[src/rtl/hbf_pkg.sv]
package hbf_pkg;
  parameter int HBF_DW = 8;
  localparam int HBF_CW = $clog2(HBF_DW);

  typedef struct packed {
    logic              cmd;
    logic [HBF_DW-1:0] data;
  } hbf_xfer_t;
endpackage

[src/rtl/hbf_sync.sv]
module hbf_sync #(
  parameter int         W       = 1,
  parameter int         STAGES  = 2,
  parameter logic [W-1:0] RST_VAL = '0
) (
  input  logic         clk,
  input  logic         rst_n,
  input  logic [W-1:0] d,
  output logic [W-1:0] q
);
  logic [W-1:0] stg [STAGES];

  always_ff @(posedge clk) begin
    if (!rst_n) begin
      for (int i = 0; i < STAGES; i++) stg[i] <= RST_VAL;
    end else begin
      stg[0] <= d;
      for (int i = 1; i < STAGES; i++) stg[i] <= stg[i-1];
    end
  end

  assign q = stg[STAGES-1];
endmodule

[src/rtl/hbf_par_port.sv]
module hbf_par_port
  import hbf_pkg::*;
(
  input  logic              clk,
  input  logic              rst_n,
  input  logic              en,
  input  logic              style,
  input  logic              cs_n_s,
  input  logic              a_s,
  input  logic              b_s,
  input  logic              rs_s,
  input  logic [HBF_DW-1:0] d_s,
  output logic              wr_ev,
  output hbf_xfer_t         wr_x,
  output logic              rd_ev,
  output logic              rd_cmd,
  output logic              oe
);
  logic a_q, b_q;

  always_ff @(posedge clk) begin
    if (!rst_n) begin
      a_q <= 1'b1;
      b_q <= 1'b1;
    end else begin
      a_q <= a_s;
      b_q <= b_s;
    end
  end

  logic a_rise, a_fall, b_rise, sel;
  assign a_rise = a_s & ~a_q;
  assign a_fall = ~a_s & a_q;
  assign b_rise = b_s & ~b_q;
  assign sel    = en & ~cs_n_s;

  always_comb begin
    if (style) begin
      wr_ev = sel & a_fall & ~b_s;
      rd_ev = sel & a_rise & b_s;
      oe    = sel & a_s & b_s;
    end else begin
      wr_ev = sel & b_rise;
      rd_ev = sel & a_fall;
      oe    = sel & ~a_s;
    end
  end

  assign wr_x.cmd  = rs_s;
  assign wr_x.data = d_s;
  assign rd_cmd    = rs_s;
endmodule

[src/rtl/hbf_ser_port.sv]
module hbf_ser_port
  import hbf_pkg::*;
(
  input  logic      clk,
  input  logic      rst_n,
  input  logic      en,
  input  logic      cs_n_s,
  input  logic      sclk_s,
  input  logic      sdat_s,
  input  logic      rs_s,
  output logic      wr_ev,
  output hbf_xfer_t wr_x
);
  localparam logic [HBF_CW-1:0] LAST = HBF_CW'(HBF_DW - 1);

  logic              sclk_q;
  logic [HBF_CW-1:0] cnt;
  logic [HBF_DW-1:0] shreg;
  logic              shift;

  assign shift = en & ~cs_n_s & sclk_s & ~sclk_q;

  always_ff @(posedge clk) begin
    if (!rst_n) begin
      sclk_q <= 1'b0;
      cnt    <= '0;
      shreg  <= '0;
    end else begin
      sclk_q <= sclk_s;
      if (cs_n_s || !en) begin
        cnt <= '0;
      end else if (shift) begin
        shreg <= {shreg[HBF_DW-2:0], sdat_s};
        cnt   <= (cnt == LAST) ? '0 : cnt + 1'b1;
      end
    end
  end

  assign wr_ev     = shift & (cnt == LAST);
  assign wr_x.data = {shreg[HBF_DW-2:0], sdat_s};
  assign wr_x.cmd  = rs_s;
endmodule

[src/rtl/hbf_out_stage.sv]
module hbf_out_stage
  import hbf_pkg::*;
(
  input  logic      clk,
  input  logic      rst_n,
  input  logic      in_ev,
  input  hbf_xfer_t in_x,
  input  logic      ready,
  output logic      valid,
  output hbf_xfer_t held
);
  always_ff @(posedge clk) begin
    if (!rst_n) begin
      valid <= 1'b0;
      held  <= '0;
    end else if (in_ev && (!valid || ready)) begin
      valid <= 1'b1;
      held  <= in_x;
    end else if (ready) begin
      valid <= 1'b0;
    end
  end
endmodule

[src/rtl/host_bus_frontend.sv]
module host_bus_frontend
  import hbf_pkg::*;
#(
  parameter int SYNC_STAGES = 2
) (
  input  logic              clk,
  input  logic              rst_n,
  input  logic              par_mode,
  input  logic              bus_style,
  input  logic              cs_n,
  input  logic              reg_sel,
  input  logic              strb_a,
  input  logic              strb_b,
  input  logic [HBF_DW-1:0] bus_in,
  input  logic              ser_clk,
  input  logic              ser_dat,
  output logic              out_valid,
  input  logic              out_ready,
  output logic [HBF_DW-1:0] out_data,
  output logic              out_cmd,
  output logic              rd_req,
  output logic              rd_cmd,
  input  logic [HBF_DW-1:0] rd_data,
  output logic [HBF_DW-1:0] bus_out,
  output logic              bus_oe
);
  localparam int CTL_W = 4;
  localparam int DAT_W = HBF_DW + 2;

  logic cs_n_s, a_s, b_s, sclk_s, rs_s, sdat_s;
  logic [HBF_DW-1:0] d_s;

  hbf_sync #(.W(CTL_W), .STAGES(SYNC_STAGES), .RST_VAL(4'b1110)) u_sync_ctl (
    .clk(clk), .rst_n(rst_n),
    .d({cs_n, strb_a, strb_b, ser_clk}),
    .q({cs_n_s, a_s, b_s, sclk_s})
  );

  hbf_sync #(.W(DAT_W), .STAGES(SYNC_STAGES), .RST_VAL('0)) u_sync_dat (
    .clk(clk), .rst_n(rst_n),
    .d({reg_sel, ser_dat, bus_in}),
    .q({rs_s, sdat_s, d_s})
  );

  logic      p_wr, p_rd, p_rcmd, p_oe, s_wr;
  hbf_xfer_t p_x, s_x, sel_x, held_x;

  hbf_par_port u_par (
    .clk(clk), .rst_n(rst_n), .en(par_mode), .style(bus_style),
    .cs_n_s(cs_n_s), .a_s(a_s), .b_s(b_s), .rs_s(rs_s), .d_s(d_s),
    .wr_ev(p_wr), .wr_x(p_x), .rd_ev(p_rd), .rd_cmd(p_rcmd), .oe(p_oe)
  );

  hbf_ser_port u_ser (
    .clk(clk), .rst_n(rst_n), .en(~par_mode), .cs_n_s(cs_n_s),
    .sclk_s(sclk_s), .sdat_s(sdat_s), .rs_s(rs_s),
    .wr_ev(s_wr), .wr_x(s_x)
  );

  assign sel_x = par_mode ? p_x : s_x;

  hbf_out_stage u_out (
    .clk(clk), .rst_n(rst_n), .in_ev(par_mode ? p_wr : s_wr),
    .in_x(sel_x), .ready(out_ready), .valid(out_valid), .held(held_x)
  );

  assign out_data = held_x.data;
  assign out_cmd  = held_x.cmd;

  logic oe_q;
  always_ff @(posedge clk) begin
    if (!rst_n) begin
      rd_req  <= 1'b0;
      rd_cmd  <= 1'b0;
      oe_q    <= 1'b0;
      bus_out <= '0;
    end else begin
      rd_req  <= p_rd;
      rd_cmd  <= p_rd ? p_rcmd : rd_cmd;
      oe_q    <= p_oe;
      bus_out <= rd_data;
    end
  end

  assign bus_oe = oe_q & par_mode;
endmodule

[config.mk]
export PLATFORM = sky130hd
export DESIGN_NAME = host_bus_frontend
export DESIGN_NICKNAME = d
export VERILOG_FILES = /design/src/rtl/hbf_pkg.sv /design/src/rtl/hbf_sync.sv /design/src/rtl/hbf_par_port.sv /design/src/rtl/hbf_ser_port.sv /design/src/rtl/hbf_out_stage.sv /design/src/rtl/host_bus_frontend.sv
export SDC_FILE = /design/constraint.sdc
export NUM_CORES = 1
export LEC_CHECK = 0
export BUFFER_PORTS_ARGS = -buffer_cell sky130_fd_sc_hd__buf_2
export CAP_MARGIN = 10
export CORE_MARGIN = 2
export CORE_UTILIZATION = 52
export DETAILED_ROUTE_END_ITERATION = 6
export GPL_ROUTABILITY_DRIVEN = 1
export GPL_TIMING_DRIVEN = 0
export PLACE_DENSITY = 0.83
export SLEW_MARGIN = 40
export SYNTH_ARGS = -nofsm -noshare
export SYNTH_HDL_FRONTEND = slang
export SYNTH_HIERARCHICAL = 1
export SYNTH_SLANG_ARGS = --single-unit
export TNS_END_PERCENT = 30
[constraint.sdc]
create_clock -name clk -period 2.58 [get_ports clk]
set_clock_uncertainty 0.2 [all_clocks]
set_input_delay 0 -clock clk [delete_from_list [all_inputs] [get_ports clk]]
set_output_delay 0 -clock clk [all_outputs]
set_load 0.02 [all_outputs]
==> reports/summary.txt <==
run status = finished, final reports clean
origin of the critical flop-to-flop path = u_ser/cnt[0]
maximum achievable frequency = 429 MHz
number of enable-type register cells in the synthesized netlist = 0
number of buffers and inverters on the critical path = 5
total setup violations reported at the end of the flow = 0
data arrival time of the critical path = 2350 ps
switching component of the power = 0.415 mW
portion of synthesized cell area occupied by the leading cell type = 0.503
global route overflow = 0
Sinks on Clock Net = 62
sort of element at the start of the critical path = input pin
total count of max-transition violations in the final report = 0
Worst Hold Path EP = u_sync_ctl/stg[0][6]
count of cell types in the netlist = 31
most area-hungry cell type in the Yosys netlist = sky130_fd_sc_hd__dfxtp_1
synth top area cells = sky130_fd_sc_hd__dfxtp_1 (50%), sky130_fd_sc_hd__buf_4 (8.8%), sky130_fd_sc_hd__and2_1 (5.6%)
count of nets left with antenna violations after detail routing = 0
Std-Cell Core Area = 4660 µm²
maximum level of the CTS H-tree = 3
via total after detailed routing = 1710
antenna diode count = 0
detail-routed net length per standard cell = 11.7 µm
Post-layout nets = 347
R2R Setup Slk = 340 ps
most instantiated cells after synthesis = sky130_fd_sc_hd__dfxtp_1 (62), sky130_fd_sc_hd__buf_4 (29), sky130_fd_sc_hd__nand2_1 (25)
worst min-delay path startpoint = u_sync_ctl/stg[0][2]
transition time of the tightest slew-check pin = 340 ps
largest delay contributor family on the critical path = buffers and inverters
Final Critical Period = 2330 ps
number of clock buffers inserted by TritonCTS = 9
CTS tree = built
required time of the critical path = 2600 ps
ys async rst share = 0
R2R depth = 6
top flip-flop cell by instance count after synthesis = sky130_fd_sc_hd__dfxtp_1
Hold WC Path Type = reg2reg
clock network power share = 0.404
net count after synthesis = 257
number of gates resized after CTS = 0
ratio of cells with drive above 1 in the final layout = 0.396
antenna violations before repair = 0
final critical-path share of the clock period = 0.903
pin count of the biggest net entering global routing = 17
Max transition margin = 0.773
max cap viols = 0
vertical die dimension = 72.9 µm
cell area power density = 594 nW/µm²
via count of the first global-routing pass = 1766
post-synthesis sequential element count = 62
iteration count of the initial detailed-routing pass = 4
instance count of the mapped netlist = 228
number of buffers inserted by post-CTS setup repair = 0
Synth Cell Area = 2470 µm²
instance count along the most critical hold path = 1
number of vias per cell after detailed routing = 4.54
number of remaining DRC errors = 0
total count of hold-check failures in the final report = 0
Clk Tree Root Cell = sky130_fd_sc_hd__clkbuf_8
worst IR drop on VDD = 0.397 mV
Leakage = 1.46 nW
Syn. warnings = 6
FF-to-FF End = u_out/valid
clock-pin slew reported for the worst setup and hold paths after clock tree synthesis = 60 ps
final std cells w/o fill = 377
sort of element at the end of the critical path = flop
cell with the most instances after synthesis = sky130_fd_sc_hd__dfxtp_1
setup repair after global routing missed its margin = false
count of standard-cell rows = 25
die area = 5310 µm²
Crit Path Class = in2reg
global-route wire length before repair = 7550 µm
Worst path max stage delay = 540 ps
sequential group share of total power = 0.511
switching fraction of total power = 0.214
number of ports placed on the die boundary = 48
final wirelength = 4390 µm
critical path peak fanout = 10
total negative slack = 0 ps
Iteration-0 DRC Markers = 71
die outline width = 72.9 µm
part of the power in combinational logic = 0.085
worst-case clock buffer depth = 2
share of the yosys chip area belonging to registers = 0.503
routability congestion estimate from global placement = 0.735
total global routing track utilization = 0.193
Initial Utilization = 0.529
relative area change from synthesis to final layout = 32.6%
count of placed standard cells including taps = 329
CTS hold repair buffers = 32
clock latency of the later-clocked register in the worst-skew pair = 330 ps
Critical Path Slowest Stage Cell = sky130_fd_sc_hd__dlygate4sd3_1
most frequent cell on the critical path = sky130_fd_sc_hd__dlygate4sd3_1
chain of cells forming the critical path = dlygate4sd3_1 -> buf_2 -> buf_6 -> inv_1 -> and4bb_4 -> and2_2 -> mux2_2 -> o21a_1 -> dlygate4sd3_1
Detailed Place HPWL = 2640 µm
buffers added on ports = 47
total internal power = 1.53 mW
Avg Inst Size Synth = 10.8 µm²
[power groups by stage]
stage                     clock network [mW]  logic (mW)  registers (mW)
after global routing                   0.854       0.181           0.994
after global placement                     0       0.126            1.01
after CTS                              0.806       0.165           0.992
after detailed placement                   0       0.129            1.01
after floorplan                            0      0.0791            1.02
final                                  0.785       0.166           0.992
[placed cells by master (no fill, tap or decap), drive strengths merged, types with 2 or more instances in the layout]
| cell | count |
|---|---|
| buf | 81 |
| mux2 | 10 |
| nand2 | 25 |
| and2 | 35 |
| nor2b | 5 |
| ha | 2 |
| or3b | 2 |
| a21oi | 3 |
| clkbuf | 13 |
| o21ai | 7 |
| dlygate4sd3 | 32 |
| mux2i | 13 |
| nand2b | 9 |
| nand3 | 8 |
| dfxtp | 62 |
| nor2 | 4 |
| clkinv | 4 |
[kinds of logic after synthesis]
group | synth area share
adder cells (fa/ha/maj) | 0.0101
flip-flops | 0.503
buffers and inverters | 0.120
AO/OA/AOI/OAI | 0.0279
AND/OR/NAND/NOR | 0.229
multiplexers | 0.111
[per-stage QoR]
step / utilization / hold slack [ps] / total power [mW] / instance area (µm²) / setup WS [ps]
final: 0.702 / 206 / 1.94 / 3270 / 250
after global routing: 0.702 / 218 / 2.03 / 3270 / 184
after CTS: 0.702 / 183 / 1.96 / 3270 / 270
after detailed placement: 0.594 / -15.8 / 1.14 / 2770 / 662
after global placement: 0.594 / -19.1 / 1.14 / 2770 / 686
after floorplan: - / -127 / 1.10 / 2470 / 774
[per-layer routing]
layer | global-route usage | up-vias | part of all wire | wire [µm]
met3 | 0.0539 | 11 | 0.038 | 169
met2 | 0.320 | 37 | 0.51 | 2230
li1 | - | 886 | - | -
met1 | 0.209 | 776 | 0.43 | 1870
met4 | 0.140 | 0 | 0.026 | 116
met5 | 0 | - | 0 | 0
[worst max path at each step]
stage	end	cells after the start	startpoint	slack [ps]
after floorplan	u_out/held[0]	7	u_ser/cnt[0]	770
final	u_out/valid	9	par_mode	250
after CTS	u_out/valid	9	par_mode	270
after global routing	u_out/valid	9	par_mode	180
after global placement	u_out/held[1]	7	u_ser/cnt[0]	690
after detailed placement	u_out/held[6]	7	u_ser/cnt[0]	660
[flip-flops by register name, summed over array words and instances, names as in the netlist, 3 cells and up]
| name | flops |
|---|---|
| u_ser/shreg | 7 |
| u_sync_ctl/stg | 8 |
| u_sync_dat/stg | 20 |
| u_out/held | 9 |
| bus_out | 8 |
| u_ser/cnt | 3 |
[cell type report]
type | count | area (µm²)
plain buffers | 36 | 292
flip-flops and latches | 62 | 1240
fillers | 337 | 1390
inverters | 1 | 3.75
multi-input cells | 129 | 931
clock buffers | 11 | 131
well taps | 54 | 67.6
repair buffers | 79 | 556
clock inverters | 5 | 50.0
No activity file was read; power rests on OpenSTA's default activity.
